### config.mk
export PLATFORM = sky130hd
export DESIGN_NAME = ldres_unit
export DESIGN_NICKNAME = d
export VERILOG_FILES = /design/src/rtl/ldres_pkg.sv /design/src/rtl/ldres_format.sv /design/src/rtl/ldres_baseupd.sv /design/src/rtl/ldres_unit.sv
export SDC_FILE = /design/constraint.sdc
export NUM_CORES = 1
export LEC_CHECK = 0
export ABC_AREA = 1
export BUFFER_PORTS_ARGS = -buffer_cell sky130_fd_sc_hd__buf_2
export CORE_AREA = 2 2 244 246
export CTS_BUF_LIST = sky130_fd_sc_hd__clkbuf_16
export DETAILED_ROUTE_END_ITERATION = 8
export DIE_AREA = 0 0 246 248
export GPL_TIMING_DRIVEN = 0
export HOLD_SLACK_MARGIN = 0.03
export PLACE_DENSITY = 0.47
export RECOVER_POWER = 100
export SYNTH_ARGS = -nofsm -noshare
export SYNTH_HDL_FRONTEND = slang
export SYNTH_SLANG_ARGS = --single-unit
### constraint.sdc
create_clock -name clk -period 3.3 [get_ports clk]
set_clock_uncertainty 0.05 [all_clocks]
set_input_delay 0.33 -clock clk [delete_from_list [all_inputs] [get_ports clk]]
set_output_delay 0.33 -clock clk [all_outputs]
set_load 0.03 [all_outputs]
### src/rtl/ldres_pkg.sv
package ldres_pkg;
   typedef enum logic [1:0] {
      LF_PLAIN = 2'd0,
      LF_FILL  = 2'd1,
      LF_PAIR  = 2'd2
   } ld_form_e;

   typedef enum logic [1:0] {
      BU_NONE = 2'd0,
      BU_IMM  = 2'd1,
      BU_REG  = 2'd2
   } base_upd_e;
endpackage

### src/rtl/ldres_format.sv
module ldres_format
   import ldres_pkg::*;
#(
   parameter int XLEN     = 64,
   parameter int SZ_CODES = 4,
   localparam int SZW     = $clog2(SZ_CODES),
   localparam int IDXW    = $clog2(XLEN)
) (
   input  logic [1:0]      form,
   input  logic [SZW-1:0]  size,
   input  logic            spec,
   input  logic            deferred,
   input  logic [XLEN-1:0] data_lo,
   input  logic [XLEN-1:0] data_hi,
   input  logic [XLEN-1:0] spill,
   input  logic [IDXW-1:0] spill_idx,
   output logic [XLEN-1:0] val,
   output logic            nat,
   output logic [XLEN-1:0] pair_val,
   output logic            pair_we
);
   logic [XLEN-1:0] ext [SZ_CODES];

   // one zero-extension variant per size code
   for (genvar g = 0; g < SZ_CODES; g++) begin : g_ext
      localparam int BITS = 8 * (1 << g);
      if (BITS > XLEN) begin : g_bad
         $error("size code %0d exceeds register width", g);
      end else if (BITS == XLEN) begin : g_full
         assign ext[g] = data_lo;
      end else begin : g_part
         assign ext[g] = {{(XLEN-BITS){1'b0}}, data_lo[BITS-1:0]};
      end
   end

   always_comb begin
      val      = '0;
      nat      = 1'b0;
      pair_val = data_hi;
      pair_we  = 1'b0;
      if (deferred) begin
         nat = spec;
      end else begin
         unique case (ld_form_e'(form))
            LF_FILL: begin
               val = data_lo;
               nat = spill[spill_idx];
            end
            LF_PAIR: begin
               val     = data_lo;
               pair_we = 1'b1;
            end
            default: val = ext[size];
         endcase
      end
   end
endmodule

### src/rtl/ldres_baseupd.sv
module ldres_baseupd
   import ldres_pkg::*;
#(
   parameter int XLEN = 64,
   parameter int IMMW = 9
) (
   input  logic [1:0]      upd,
   input  logic [XLEN-1:0] base,
   input  logic            base_nat,
   input  logic [IMMW-1:0] imm,
   input  logic [XLEN-1:0] inc,
   input  logic            inc_nat,
   output logic            active,
   output logic [XLEN-1:0] new_base,
   output logic            new_nat
);
   if (IMMW >= XLEN) begin : g_chk
      $error("immediate wider than register");
   end

   logic [XLEN-1:0] imm_ext;
   logic [XLEN-1:0] addend;

   assign imm_ext = {{(XLEN-IMMW){imm[IMMW-1]}}, imm};

   always_comb begin
      active  = 1'b0;
      addend  = '0;
      new_nat = base_nat;
      unique case (base_upd_e'(upd))
         BU_IMM: begin
            active = 1'b1;
            addend = imm_ext;
         end
         BU_REG: begin
            active  = 1'b1;
            addend  = inc;
            new_nat = base_nat | inc_nat;
         end
         default: ;
      endcase
   end

   assign new_base = base + addend;
endmodule

### src/rtl/ldres_unit.sv
module ldres_unit
   import ldres_pkg::*;
#(
   parameter int XLEN     = 64,
   parameter int SZ_CODES = 4,
   parameter int IMMW     = 9,
   parameter int REGW     = 7,
   parameter int SPILL_LSB = 3,
   localparam int SZW     = $clog2(SZ_CODES),
   localparam int IDXW    = $clog2(XLEN)
) (
   input  logic            clk,
   input  logic            rst_n,
   input  logic            in_valid,
   input  logic [1:0]      in_form,
   input  logic [SZW-1:0]  in_size,
   input  logic            in_spec,
   input  logic            in_defer,
   input  logic [XLEN-1:0] in_data_lo,
   input  logic [XLEN-1:0] in_data_hi,
   input  logic [XLEN-1:0] in_base,
   input  logic            in_base_nat,
   input  logic [1:0]      in_upd,
   input  logic [IMMW-1:0] in_imm,
   input  logic [XLEN-1:0] in_inc,
   input  logic            in_inc_nat,
   input  logic [XLEN-1:0] in_spill,
   input  logic [REGW-1:0] in_dst_reg,
   input  logic [REGW-1:0] in_base_reg,
   output logic            out_valid,
   output logic            out_dst_we,
   output logic [XLEN-1:0] out_dst_val,
   output logic            out_dst_nat,
   output logic            out_pair_we,
   output logic [XLEN-1:0] out_pair_val,
   output logic            out_base_we,
   output logic [XLEN-1:0] out_base_val,
   output logic            out_base_nat,
   output logic            out_pf_req,
   output logic [XLEN-1:0] out_pf_addr,
   output logic            out_illegal,
   output logic            out_nat_fault
);
   if (XLEN % 8 != 0 || XLEN < 16) begin : g_xchk
      $error("XLEN must be a byte multiple of at least 16");
   end
   if (SPILL_LSB + IDXW > XLEN) begin : g_schk
      $error("spill index field outside the base register");
   end

   logic            upd_act, upd_nat, illegal, natf, fault, deferred;
   logic [XLEN-1:0] upd_base, fmt_val, fmt_pair;
   logic            fmt_nat, fmt_pair_we;

   ldres_baseupd #(.XLEN(XLEN), .IMMW(IMMW)) u_upd (
      .upd(in_upd), .base(in_base), .base_nat(in_base_nat), .imm(in_imm),
      .inc(in_inc), .inc_nat(in_inc_nat), .active(upd_act),
      .new_base(upd_base), .new_nat(upd_nat)
   );

   // alias and paired-with-update checks come before NaT consumption
   assign illegal  = upd_act && ((in_dst_reg == in_base_reg) ||
                                 (ld_form_e'(in_form) == LF_PAIR));
   assign natf     = !illegal && !in_spec && in_base_nat;
   assign fault    = illegal || natf;
   assign deferred = in_defer || (in_spec && in_base_nat);

   ldres_format #(.XLEN(XLEN), .SZ_CODES(SZ_CODES)) u_fmt (
      .form(in_form), .size(in_size), .spec(in_spec), .deferred(deferred),
      .data_lo(in_data_lo), .data_hi(in_data_hi), .spill(in_spill),
      .spill_idx(in_base[SPILL_LSB +: IDXW]),
      .val(fmt_val), .nat(fmt_nat), .pair_val(fmt_pair), .pair_we(fmt_pair_we)
   );

   always_ff @(posedge clk) begin
      if (!rst_n) begin
         out_valid     <= 1'b0;
         out_dst_we    <= 1'b0;
         out_pair_we   <= 1'b0;
         out_base_we   <= 1'b0;
         out_pf_req    <= 1'b0;
         out_illegal   <= 1'b0;
         out_nat_fault <= 1'b0;
         out_dst_val   <= '0;
         out_dst_nat   <= 1'b0;
         out_pair_val  <= '0;
         out_base_val  <= '0;
         out_base_nat  <= 1'b0;
         out_pf_addr   <= '0;
      end else begin
         out_valid     <= in_valid;
         out_dst_we    <= in_valid && !fault;
         out_pair_we   <= in_valid && !fault && fmt_pair_we;
         out_base_we   <= in_valid && !fault && upd_act;
         out_pf_req    <= in_valid && !fault && upd_act && !upd_nat;
         out_illegal   <= in_valid && illegal;
         out_nat_fault <= in_valid && natf;
         if (in_valid) begin
            out_dst_val  <= fmt_val;
            out_dst_nat  <= fmt_nat;
            out_pair_val <= fmt_pair;
            out_base_val <= upd_base;
            out_base_nat <= upd_nat;
            out_pf_addr  <= upd_base;
         end
      end
   end


   valid_lat_chk: assert property (@(posedge clk) disable iff (!rst_n)
      in_valid |=> out_valid);

   idle_chk: assert property (@(posedge clk) disable iff (!rst_n)
      !in_valid |=> !out_valid && !out_dst_we && !out_base_we && !out_pf_req);

   alias_illegal_chk: assert property (@(posedge clk) disable iff (!rst_n)
      in_valid && (in_upd == 2'd1 || in_upd == 2'd2) && in_dst_reg == in_base_reg
      |=> out_illegal && !out_base_we && !out_dst_we);

   nat_fault_chk: assert property (@(posedge clk) disable iff (!rst_n)
      in_valid && !in_spec && in_base_nat && in_upd == 2'd0
      |=> out_nat_fault && !out_dst_we);

   pf_gate_chk: assert property (@(posedge clk) disable iff (!rst_n)
      out_pf_req |-> out_base_we && !out_base_nat && out_pf_addr == out_base_val);

   inc_nat_chk: assert property (@(posedge clk) disable iff (!rst_n)
      in_valid && in_upd == 2'd2 && in_inc_nat |=> !out_base_we || out_base_nat);

   byte_ext_chk: assert property (@(posedge clk) disable iff (!rst_n)
      in_valid && in_form == 2'd0 && in_size == '0 && !in_defer && !in_base_nat
      && in_upd == 2'd0 |=> out_dst_val[XLEN-1:8] == '0 && !out_dst_nat);
endmodule

==> out/metrics.yaml <==
synthCells: 2621
setup_viol: 0
avgSynthCellArea_sq_um: 5.746
max_freq_mhz: 325.5
synth_fp_nets: 3045
antenna_left: 0
crit_top_cell: "nand2_1"
hold_start: "in_defer"
num_rows: 89
drt_first_pass_iters: 5
antenna_found_initial: 3
path_clk_slew_ns: 0.06
top_usage_layer: "met2"
rsz0062_at_grt: "false"
cpMaxStageDelayCell: "fa_2"
powerDensity_nw_per_um2: 409.9
die_h_microns: 248
insertion_delay_ns: 0.56
crit_start: "in_upd[0]"
yosysUniqueCellTypes: 35
fin_tns_setup_ns: 0
synthAdderAreaFrac: 0.05699
period_needed_ns: 3.073
cts_tree: "yes"
hold_viol: 0
path_buf_inv: 5
route.detailed.wl_per_inst_microns: 18.55
track_usage: 0.2468
syn_area_sq_um: 15060
root_buffer: "clkbuf_16"
synth_top_family_by_area: "simple AND/OR/NAND/NOR gates"
critical_path_class: "in2reg"
crit_fanout: 10
via_per_inst: 4.429
cts_max_level: 1
fin_crit_sh: 0.9311
cts-buffers-inserted: 28
worstMarginPinSlew_ns: 0.9852
dpl.hpwl_mm: 65.71
synth_edf_count: 0
synth_compound_area_frac: 0.1053
crit_chain: "buf_2 > inv_1 > ha_4 > clkbuf_8 > buf_4 > nand2_1 > a21oi_4 > ha_4 > fa_2 > nand3_1 > nand3_2 > nand2_1 > nand2_1 > nand2_1 > nand3_2 > xnor2_1 > nand2_1 > o211ai_1 > inv_1"
outcome: "finished, final reports clean"
io_buffer_count: 620
synth-seq-cells: 201
coreArea_sq_um: 58460
gr-usage-met1: 0.3089
dieArea_sq_um: 61010
critPathLaunchType: "input port"
required_ns: 3.70
use_met2: 0.4387
grt_pass1_wl_mm: 112.2
muxShareOfSynthArea: 0
hold_slack_ns: 0.05232
vdd_drop_max_v: 0.0003636
hp-class: "in2reg"
nets: 3822
wl_mm: 77.81
synth_flop_cell: "dfxtp_1"
grt_pass1_vias: 17830
async_flop_share: 0
grt_max_degree: 14
initial_utilization: 0.2576
relSlewSlack: 0.3432
critPathMaxStageDelay_ns: 0.43
drt_iter0_markers: 996
crit_arrival_ns: 3.47
regToRegStartpoint: "out_pf_addr[20]"
place_congestion: 0.9521
syn2layout_area_growth_pct: 39.68
yosys.area_share.simple: 0.3909
yosysWarnings: 0
crit_family: "simple AND/OR/NAND/NOR gates"
drc_errors: 0
cts_num_sinks: 201
drv_slew: 0
grt_remaining_overflow: 0
num_io_pins: 621
leakage_nw: 11.30
cts_setup_buffers: 0
die_w_microns: 246
layout-drive-gt1-share: 0.1558
clock_path_buffers: 3
num_vias: 18580
synth_xor_xnor_area_share: 0.01861
synth.yosys.seq_area_share: 0.2672
cp-end-kind: "flop"
maxCapViolCount: 0
met3_usage: 0.03882
==> power by group <==
group / internal [W] / switching, W / leakage (nW) / total [W]
logic: 0.000907 / 0.00190 / 9.17 / 0.00280
registers: 0.00260 / 0.000133 / 1.66 / 0.00273
clock network: 0.00182 / 0.00126 / 0.471 / 0.00309
total: 0.00533 / 0.00330 / 11.3 / 0.00862
==> cell usage in the layout (no fill, tap or decap), types with 5 or more instances in the layout <==
master and instances:
nor2_1 261, clkinv_1 7, inv_2 11, xor2_1 25, clkbuf_2 5, nand3_1 154
a21oi_1 154, o21ai_0 102, dfxtp_1 201, nand2_2 15, xnor2_1 7, buf_4 65
nand2_1 962, buf_2 359, clkbuf_16 29, nor4_1 7, a32oi_1 24, ha_1 64
dlygate4sd3_1 130, nand4_1 11, nor3_1 5, buf_1 5, clkbuf_1 342, o211ai_1 7
nor2_2 20, inv_1 410
==> worst min-delay path, delay by kind of cell <==
family	cells	cell delay [ns]
buf+inv	2	0.18
simple gates	2	0.11
==> stage by stage <==
stage                     worst slack, ns  area, sq um    util  instances  total power, W
after floorplan                    0.4210        15060       -       2621        0.004449
after global placement             -2.255        19130  0.3272       4014        0.005528
after detailed placement           -2.310        19130  0.3272       4014        0.005526
after CTS                        -0.01415        21390  0.3659       4194        0.008796
after global routing              0.02387        21030  0.3598       4193        0.009089
final                              0.2274        21040  0.3598       4194        0.008622
==> state kept, by name, summed over array words and instances, names as in the netlist <==
register	count
out_dst_val	64
out_pair_val	64
out_pf_addr	64
out_base_nat	1
out_base_we	1
out_dst_nat	1
out_dst_we	1
out_illegal	1
out_nat_fault	1
out_pair_we	1
out_pf_req	1
out_valid	1
==> kinds of logic after synthesis <==
family / count (synthesis)
AND/OR/NAND/NOR: 1451
buffers and inverters: 576
XOR/XNOR: 32
AO/OA/AOI/OAI: 293
flip-flops: 201
adder cells (fa/ha/maj): 68
==> layout make-up <==
class | count | area [sq um]
Inverter | 416 | 1562
Clock buffer | 29 | 725.7
Multi-Input combinational cell | 1844 | 8632
Tap cell | 773 | 967.2
Clock inverter | 23 | 196.4
Buffer | 157 | 858.3
Antenna cell | 1 | 2.502
Timing Repair Buffer | 750 | 4069
Sequential cell | 201 | 4024
Fill cell | 6854 | 37430
==> final timing paths <==
path / endpoint / slack, ns / cells after the start
max: out_pf_addr[24] / 0.23 / 19
min: out_pair_we / 0.05 / 4
max reg2reg: out_pf_addr[20] / 2.37 / 3
min reg2reg: out_dst_val[62] / 0.42 / 2
==> Yosys cell counts (21+ instances only) <==
cell type	count	share of area
buf_4	67	0.033
nand2_2	21	0.0087
a21oi_1	156	0.052
o21ai_0	101	0.034
inv_1	403	0.10
dfxtp_1	201	0.27
nor2_2	23	0.0096
nor2_1	258	0.064
clkbuf_1	76	0.019
a32oi_1	24	0.014
nand2_1	957	0.24
xor2_1	25	0.015
ha_1	67	0.056
nand3_1	152	0.051
==> per-layer routing <==
metal  routed length (microns)  up-vias
met2                     37640      543
met5                        23        -
met3                      4480       95
met4                      2293        4
li1                          -     9566
met1                     33380     8369
==> what timing repair did <==
| action | CTS | global route |
|---|---|---|
| hold buffers | 130 | 0 |
| setup endpoints to repair | 63 | 40 |
| resized for setup | 16 | 16 |
| pin swaps | 0 | 0 |
| hold endpoints to repair | 129 | 0 |
Power figures use the tool's default switching activity.
